<file path="config.mk">
export PLATFORM = sky130hd
export DESIGN_NAME = mode_decider
export DESIGN_NICKNAME = d
export VERILOG_FILES = /design/src/rtl/mode_decider_pkg.sv /design/src/rtl/mode_decider_ctrl.sv /design/src/rtl/mode_decider_dp.sv /design/src/rtl/mode_decider.sv
export SDC_FILE = /design/constraint.sdc
export NUM_CORES = 2
export LEC_CHECK = 0
export BUFFER_PORTS_ARGS = -buffer_cell sky130_fd_sc_hd__buf_2
export CORE_ASPECT_RATIO = 0.75
export CORE_UTILIZATION = 66
export DETAILED_ROUTE_END_ITERATION = 12
export GPL_TIMING_DRIVEN = 0
export PLACE_DENSITY_LB_ADDON = 0.12
export REMOVE_ABC_BUFFERS = 1
export SETUP_SLACK_MARGIN = 0.02
export SLEW_MARGIN = 20
export SYNTH_ARGS = -nofsm -noshare
export SYNTH_HDL_FRONTEND = slang
export SYNTH_SLANG_ARGS = --single-unit
</file>
<file path="constraint.sdc">
create_clock -name clk -period 17.35 [get_ports clk]
set_input_delay 0.8675 -clock clk [delete_from_list [all_inputs] [get_ports clk]]
set_output_delay 0.8675 -clock clk [all_outputs]
set_load 0.02 [all_outputs]
</file>
<file path="src/rtl/mode_decider_pkg.sv">
package mode_decider_pkg;

  typedef enum logic [1:0] {
    PH_LOAD   = 2'd0,
    PH_DEV    = 2'd1,
    PH_DECIDE = 2'd2,
    PH_SHOW   = 2'd3
  } phase_t;

  typedef struct packed {
    logic wrEn;
    logic firstPix;
    logic devEn;
    logic decideEn;
  } ctrlStrobes_t;

endpackage

</file>
<file path="src/rtl/mode_decider_ctrl.sv">
module mode_decider_ctrl
  import mode_decider_pkg::*;
#(
  parameter int BLK_N = 256,
  localparam int IDX_W = $clog2(BLK_N)
) (
  input  logic             clk,
  input  logic             rst,
  input  logic             pixValid,
  output logic             pixReady,
  output ctrlStrobes_t     strobes,
  output logic [IDX_W-1:0] idx,
  output logic             resValid,
  output logic             doneP
);

  phase_t phase;
  logic   accept;
  logic   lastIdx;

  always_comb begin
    pixReady          = (phase == PH_LOAD) || (phase == PH_SHOW);
    accept            = pixValid && pixReady;
    lastIdx           = (idx == IDX_W'(BLK_N - 1));
    strobes.wrEn      = accept;
    strobes.firstPix  = accept && (idx == '0);
    strobes.devEn     = (phase == PH_DEV);
    strobes.decideEn  = (phase == PH_DECIDE);
  end

  always_ff @(posedge clk) begin
    if (rst) begin
      phase    <= PH_LOAD;
      idx      <= '0;
      resValid <= 1'b0;
      doneP    <= 1'b0;
    end else begin
      doneP <= 1'b0;
      unique case (phase)
        PH_LOAD, PH_SHOW: begin
          if (accept) begin
            resValid <= 1'b0;
            idx      <= lastIdx ? '0 : idx + 1'b1;
            phase    <= lastIdx ? PH_DEV : PH_LOAD;
          end
        end
        PH_DEV: begin
          idx <= lastIdx ? '0 : idx + 1'b1;
          if (lastIdx) phase <= PH_DECIDE;
        end
        PH_DECIDE: begin
          phase    <= PH_SHOW;
          resValid <= 1'b1;
          doneP    <= 1'b1;
        end
        default: phase <= PH_LOAD;
      endcase
    end
  end

endmodule

</file>
<file path="src/rtl/mode_decider_dp.sv">
module mode_decider_dp
  import mode_decider_pkg::*;
#(
  parameter int PIX_W = 8,
  parameter int BLK_N = 256,
  parameter int SUM_W = 16,
  parameter int SAD_W = 16,
  parameter int BIAS  = 500,
  localparam int IDX_W = $clog2(BLK_N),
  localparam int CMP_W = ((SUM_W > SAD_W) ? SUM_W : SAD_W) + 2
) (
  input  logic             clk,
  input  logic             rst,
  input  ctrlStrobes_t     strobes,
  input  logic [IDX_W-1:0] idx,
  input  logic [PIX_W-1:0] pixData,
  input  logic [SAD_W-1:0] sadIn,
  output logic [PIX_W-1:0] meanOut,
  output logic [SUM_W-1:0] actOut,
  output logic             intraOut
);

  logic [PIX_W-1:0] pixMem [BLK_N];
  logic [SUM_W-1:0] sumAcc;
  logic [SUM_W-1:0] actAcc;
  logic [SAD_W-1:0] sadHold;
  logic [PIX_W-1:0] meanNow;
  logic [PIX_W-1:0] rdPix;
  logic [PIX_W-1:0] devAbs;
  logic signed [CMP_W-1:0] actSigned;
  logic signed [CMP_W-1:0] sadLessBias;
  logic intraNow;

  always_ff @(posedge clk) begin
    if (strobes.wrEn) pixMem[idx] <= pixData;
  end

  always_comb begin
    meanNow     = sumAcc[IDX_W +: PIX_W];
    rdPix       = pixMem[idx];
    devAbs      = (rdPix >= meanNow) ? (rdPix - meanNow) : (meanNow - rdPix);
    actSigned   = $signed({{(CMP_W - SUM_W){1'b0}}, actAcc});
    sadLessBias = $signed({{(CMP_W - SAD_W){1'b0}}, sadHold}) - $signed(CMP_W'(BIAS));
    intraNow    = actSigned < sadLessBias;
  end

  always_ff @(posedge clk) begin
    if (rst) begin
      sumAcc   <= '0;
      actAcc   <= '0;
      sadHold  <= '0;
      meanOut  <= '0;
      actOut   <= '0;
      intraOut <= 1'b0;
    end else begin
      if (strobes.firstPix) begin
        sumAcc  <= SUM_W'(pixData);
        sadHold <= sadIn;
        actAcc  <= '0;
      end else if (strobes.wrEn) begin
        sumAcc <= sumAcc + SUM_W'(pixData);
      end
      if (strobes.devEn) actAcc <= actAcc + SUM_W'(devAbs);
      if (strobes.decideEn) begin
        meanOut  <= meanNow;
        actOut   <= actAcc;
        intraOut <= intraNow;
      end
    end
  end

endmodule

</file>
<file path="src/rtl/mode_decider.sv">
module mode_decider
  import mode_decider_pkg::*;
#(
  parameter int PIX_W = 8,
  parameter int BLK_N = 256,
  parameter int SUM_W = 16,
  parameter int SAD_W = 16,
  parameter int BIAS  = 500,
  localparam int IDX_W = $clog2(BLK_N)
) (
  input  logic             clk,
  input  logic             rst,
  input  logic             pixValid,
  output logic             pixReady,
  input  logic [PIX_W-1:0] pixData,
  input  logic [SAD_W-1:0] sadIn,
  output logic             resValid,
  output logic             doneP,
  output logic             intraMode,
  output logic [PIX_W-1:0] meanOut,
  output logic [SUM_W-1:0] actOut
);

  ctrlStrobes_t     strobes;
  logic [IDX_W-1:0] idx;

  mode_decider_ctrl #(.BLK_N(BLK_N)) ctrlU (
    .clk(clk), .rst(rst), .pixValid(pixValid), .pixReady(pixReady),
    .strobes(strobes), .idx(idx), .resValid(resValid), .doneP(doneP)
  );

  mode_decider_dp #(
    .PIX_W(PIX_W), .BLK_N(BLK_N), .SUM_W(SUM_W), .SAD_W(SAD_W), .BIAS(BIAS)
  ) dpU (
    .clk(clk), .rst(rst), .strobes(strobes), .idx(idx), .pixData(pixData),
    .sadIn(sadIn), .meanOut(meanOut), .actOut(actOut), .intraOut(intraMode)
  );

endmodule

</file>
# --- After elaboration in Yosys (flattened, before gate mapping) ---
# Memory sizes are Yosys's and may differ from the RTL's. A register that Yosys moved wholly into a read port is not among the register bits.
# Index checks and enable logic that the tools add are counted.
op_classes:
  addsub: 6
  magnitude_cmp: 2
  n_eq_ne: 6
  n_mux: 19
  reduce_logical: 14
op_table:
  columns: ["cell", "count"]
  rows:
  - ["two-way mux 8 bit", 7]
  - ["adder 16 x 8 -> 16 bit", 2]
  - ["two-way mux 16 bit", 2]
  - ["< comparator 17 x 18 -> 1 bit", 1]
  - ["subtractor 16 x 9 -> 17 bit (second input constant)", 1]
  - ["case mux 8 bit (2 select lines)", 1]
  - ["subtractor 8 bit", 2]
  - ["adder 8 x 1 -> 8 bit (second input constant)", 1]
  - ["equality test 8 bit (second input constant)", 1]
  - ["greater-or-equal comparator 8 bit", 1]
  - ["logical NOT 8 bit", 1]
  - ["nonzero test 2 bit", 4]
  - ["case mux 2 bit (3 select lines)", 1]
  - ["AND reduction 2 bit", 3]
  - ["two-way mux 1 bit", 5]
  - ["equality test 2 bit (second input constant)", 2]
  - ["two-way mux 2 bit", 2]
  - ["OR reduction 2 bit", 2]
  - ["equality test 2 x 1 -> 1 bit (second input constant)", 1]
  - ["logical AND 1 bit", 2]
  - ["logical NOT 2 bit", 1]
  - ["!= test 2 x 1 -> 1 bit (second input constant)", 1]
  - ["!= test 2 bit (second input constant)", 1]
  - ["case mux 1 bit (2 select lines)", 1]
  - ["logical OR 1 bit", 1]
word_totals:
  register_bits: 85
  ramBits: 2048
  inputBits: 27
  out_inout_bits: 28
  wordCells: 59
  mem_count: 1
memory_table:
  columns: ["memory", "words", "word_bits", "rd", "rd_clocked_by_memory_dff", "wr", "line_no", "source"]
  rows:
  - ["dpU.pixMem", 256, 8, 1, 1, 1, "mode_decider_dp.sv:23", "logic [PIX_W-1:0] pixMem [BLK_N];"]

# --- Depth between registers and ports, before layout ---
logic_depth:
  word_depth: 7
  ltp_mapped: 30

# --- By module ---
# From an unflattened synthesis, not the netlist that was laid out.
unflattened:
  cells_unflattened: 4082
  hier_area_um2: 84187.0
modules_own_cells:
  columns: ["module", "n_inst", "cells_per_inst", "area_each_um2"]
  rows:
  - ["mode_decider_dp", 1, 4000, 83502.6]
  - ["mode_decider_ctrl", 1, 82, 684.4]

# --- Least setup slack after synthesis ---
# Ideal clock, no wire load.
synth_timing:
  path_kind: "register to register"
  from: "reg with a tool-made name"
  to: "reg dpU.actAcc[12]"
  setup_ns: 0.065
  arrival_ns: 5.843
  path_slack_ns: 11.441
  path_stages_with_launch: 27
  path_buffers: 5
  path_cell_list: "dfxtp_1 > buf_6 > buf_8 > buf_6 > buf_4 > buf_2 > mux4_2 > mux2i_1 > o22ai_1 > a311oi_1 > o21ai_1 > o311a_1 > ha_1 > a41oi_1 > a31oi_1 > o21ai_1 > mux2_2 > a31oi_1 > xnor2_1 > ha_1 > nand2_1 > a21oi_1 > o21a_1 > o21ai_0 > a2111oi_0 > mux2_2 > nor2_1"
synth_rtl:
  columns: ["element", "line_no", "source"]
  rows:
  - ["end signal, assigned", "mode_decider_dp.sv:63", "if (strobes.devEn) actAcc <= actAcc + SUM_W'(devAbs);"]
  - ["end, declared", "mode_decider_dp.sv:25", "logic [SUM_W-1:0] actAcc;"]

==> results.md <==
- Placed cell area: 0.0876 mm2
- Number of setup buffers added after CTS: 0
- Routed via count: between 40k and 50k
- Post-synthesis cell area: 0.0846 mm2
- Final ANT Viol Nets: 0
- Max-Cap Viols: 0
- Ys Warns: 0
- Max IR drop VDD: approximately 0.15 mV
- Dpl hpwl: 119,000 um
- CP peak stage delay: a little over 900 ps
- Worst slew margin: 0.187
- Synth cell types: 62
- Drt drc: 0
- Worst-Skew Late Latency: 830 ps
- Worst Path Max Fanout: 32
- PostCTS Resize Cnt: 0
- Ys async rst share: 0
- CTS buffer count: 189
- I/O pins: 55
- Slowest CP cell: a2111oi_0
- H-Tree Depth: 4
- Final hold vios: 0
- Synth Register Bits: about 2.1k
- Largest net degree at the start of global routing: 128
- Area Growth Syn to Fin: 10.7%
- DR vias/cell: 6.90
- Post-synth EDFFs: 2,048
- Die Height: roughly 310 um
- Hold-fix buffers at CTS: 0
- Die width: 415 um
- GR Overflow Total: 0
- Most common cell after layout, fill and taps aside: edfxtp_1
- Mean Syn Cell Area: just over 20 um2
- Detailed Route WL: approximately 190,000 um
- Setup crit end kind: flip-flop
- Final Hold Slack: 275 ps
- 1st-pass router iterations: 6
- Die area: 0.130 mm2
- Leak: 0.0285 uW
- # rows: 113
- RSZ-0062 raised after global routing: false
- HP Class: input port to flip-flop
- Routability cong.: 0.864
- CTS tree: built
- Worst Path Buf+Inv: 5
- P per Cell Area: 133 mW/mm2
- Vias in the first global route: 41.6k
- Clock Skews: about 32 ps
- Root Buffer: clkbuf_16
- DR iter-0 viols: 5,621
- CTS max path bufs: 3
- Final critical-path required period: 9430 ps
- Top_reg_cell synth: edfxtp_1
- Routed WL per cell: 32.1 um
- Worst path most repeated cell: buf_12
- PortBufs: 54
- Wire length of the first global-routing pass: 285,000 um
- Synth top area cells: edfxtp_1, mux4_2, dfxtp_1, mux2i_1, nor2_1
- Fillers: 7,056
- Antenna violations before repair: 8
- Worst path arrival time: 10,180 ps
- CP delay by family, top: compound AO/OA/AOI/OAI gates
- Sequential share of the synthesized area: 0.749
- Setup-failing EPs final: 0
- Max Fclk: 0.106 GHz
- Slew @ Worst Pin: 1220 ps
- Syn Inst Count: 4,178
- Top cell type's share of synthesized area: 0.727
- Fin crit share: 0.543
- Worst setup path class: flip-flop to flip-flop
- Most frequent cells in the layout: edfxtp_1, mux4_2, nor2_1
- Status: finished clean
- Clock transition at path regs: 70 ps
- Required time of the critical path: approximately 18,000 ps
- CP Launch Type: flip-flop
- Sink Count: approximately 2.1k
- Share of cells above drive strength 1: 0.226
- Core area: 0.127 mm2
- Area leader, netlist: edfxtp_1
- Fin nets: 4,336
- Finished Cell Area: 0.0936 mm2
- Final Max Tran Viols: 0
- Initial core utilization: 0.667
- GRT Total Usage: 0.307
[through the flow]
| stage | setup WS [ps] | TNS [ps] | instances | utilization | power [uW] |
|---|---|---|---|---|---|
| 6_report | 7920 | 0 | 6078 | 0.738 | 12500 |
| 4_1_cts | 8010 | 0 | 6077 | 0.738 | 12500 |
| 3_3_place_gp | -24370 | -377390 | 5657 | 0.676 | 10000 |
| 2_1_floorplan | -11850 | -179370 | 3936 | - | 9070 |
| 5_1_grt | 7380 | 0 | 6077 | 0.738 | 12900 |
| 3_5_place_dp | 8070 | 0 | 5726 | 0.691 | 8460 |
[metal layers]
metal | global-route usage | up-vias | wire, um
li1 | - | 17357 | -
met1 | 0.470 | 21870 | 78600
met5 | 0 | - | 39
met4 | 0.0927 | 6 | 5370
met2 | 0.451 | 2368 | 89200
met3 | 0.0721 | 320 | 21700
[power by group]
group / total, uW / internal [uW] / switching [uW] / leakage [uW]
registers: 5770 / 5700 / 62.8 / 0.0192
logic: 2610 / 1250 / 1360 / 0.00637
clock network: 4120 / 2260 / 1860 / 0.00295
total: 12500 / 9210 / 3280 / 0.0285
[flip-flops by register name, indices dropped and copies added, names as in the netlist, named ones only]
signal / cells
ctrlU.doneP: 1
ctrlU.idx: 8
ctrlU.phase: 2
ctrlU.resValid: 1
dpU.actAcc: 16
dpU.actOut: 16
dpU.intraOut: 1
dpU.meanOut: 8
dpU.pixMem: 2048
dpU.sadHold: 16
dpU.sumAcc: 16
[synthesized netlist by cell type (38+ instances only)]
library cell,count
edfxtp_1,2048
mux4_2,542
nor2_1,346
mux2i_1,145
clkbuf_1,126
nand2_1,122
a21oi_1,96
dfxtp_1,93
ha_1,55
buf_2,48
nand3_1,48
o22ai_1,39
inv_1,38
[logic make-up (layout without fill, tap and decap cells)]
group,count (synthesis),in the layout,synth area share
muxes,704,704,0.164
adders and majority gates,59,59,0.00909
DFF,2141,2141,0.749
AOI/OAI and AO/OA,340,340,0.0270
other,0,1,0
buffers and inverters,281,513,0.0160
and+or+nand+nor,619,619,0.0314
xor gates and xnor gates,34,34,0.00352
[layout make-up]
type / instances / area, um2 / share of cell area
Sequential cell: 2141 / 63400 / 0.677
Multi-Input combinational cell: 1756 / 19900 / 0.213
Clock buffer: 241 / 5040 / 0.0538
Tap cell: 1667 / 2090 / 0.0223
Timing Repair Buffer: 123 / 2060 / 0.0220
Clock inverter: 110 / 970 / 0.0104
Inverter: 39 / 151 / 0.00162
Antenna cell: 1 / 2.50 / 0.0000267
[path summary, 6_finish.rpt]
| check | endpoint | slack, ps | from | cells past startpoint |
|---|---|---|---|---|
| hold / removal | dpU.pixMem[200][4] | 270 | pixData[4] | 1 |
| setup / recovery | dpU.actAcc[12] | 7920 | flip-flop | 27 |
| hold reg to reg | dpU.sadHold[1] | 460 | dpU.sadHold[1] | 2 |
| setup reg to reg | dpU.actAcc[12] | 7920 | flip-flop | 27 |
Power figures use the tool's default switching activity.
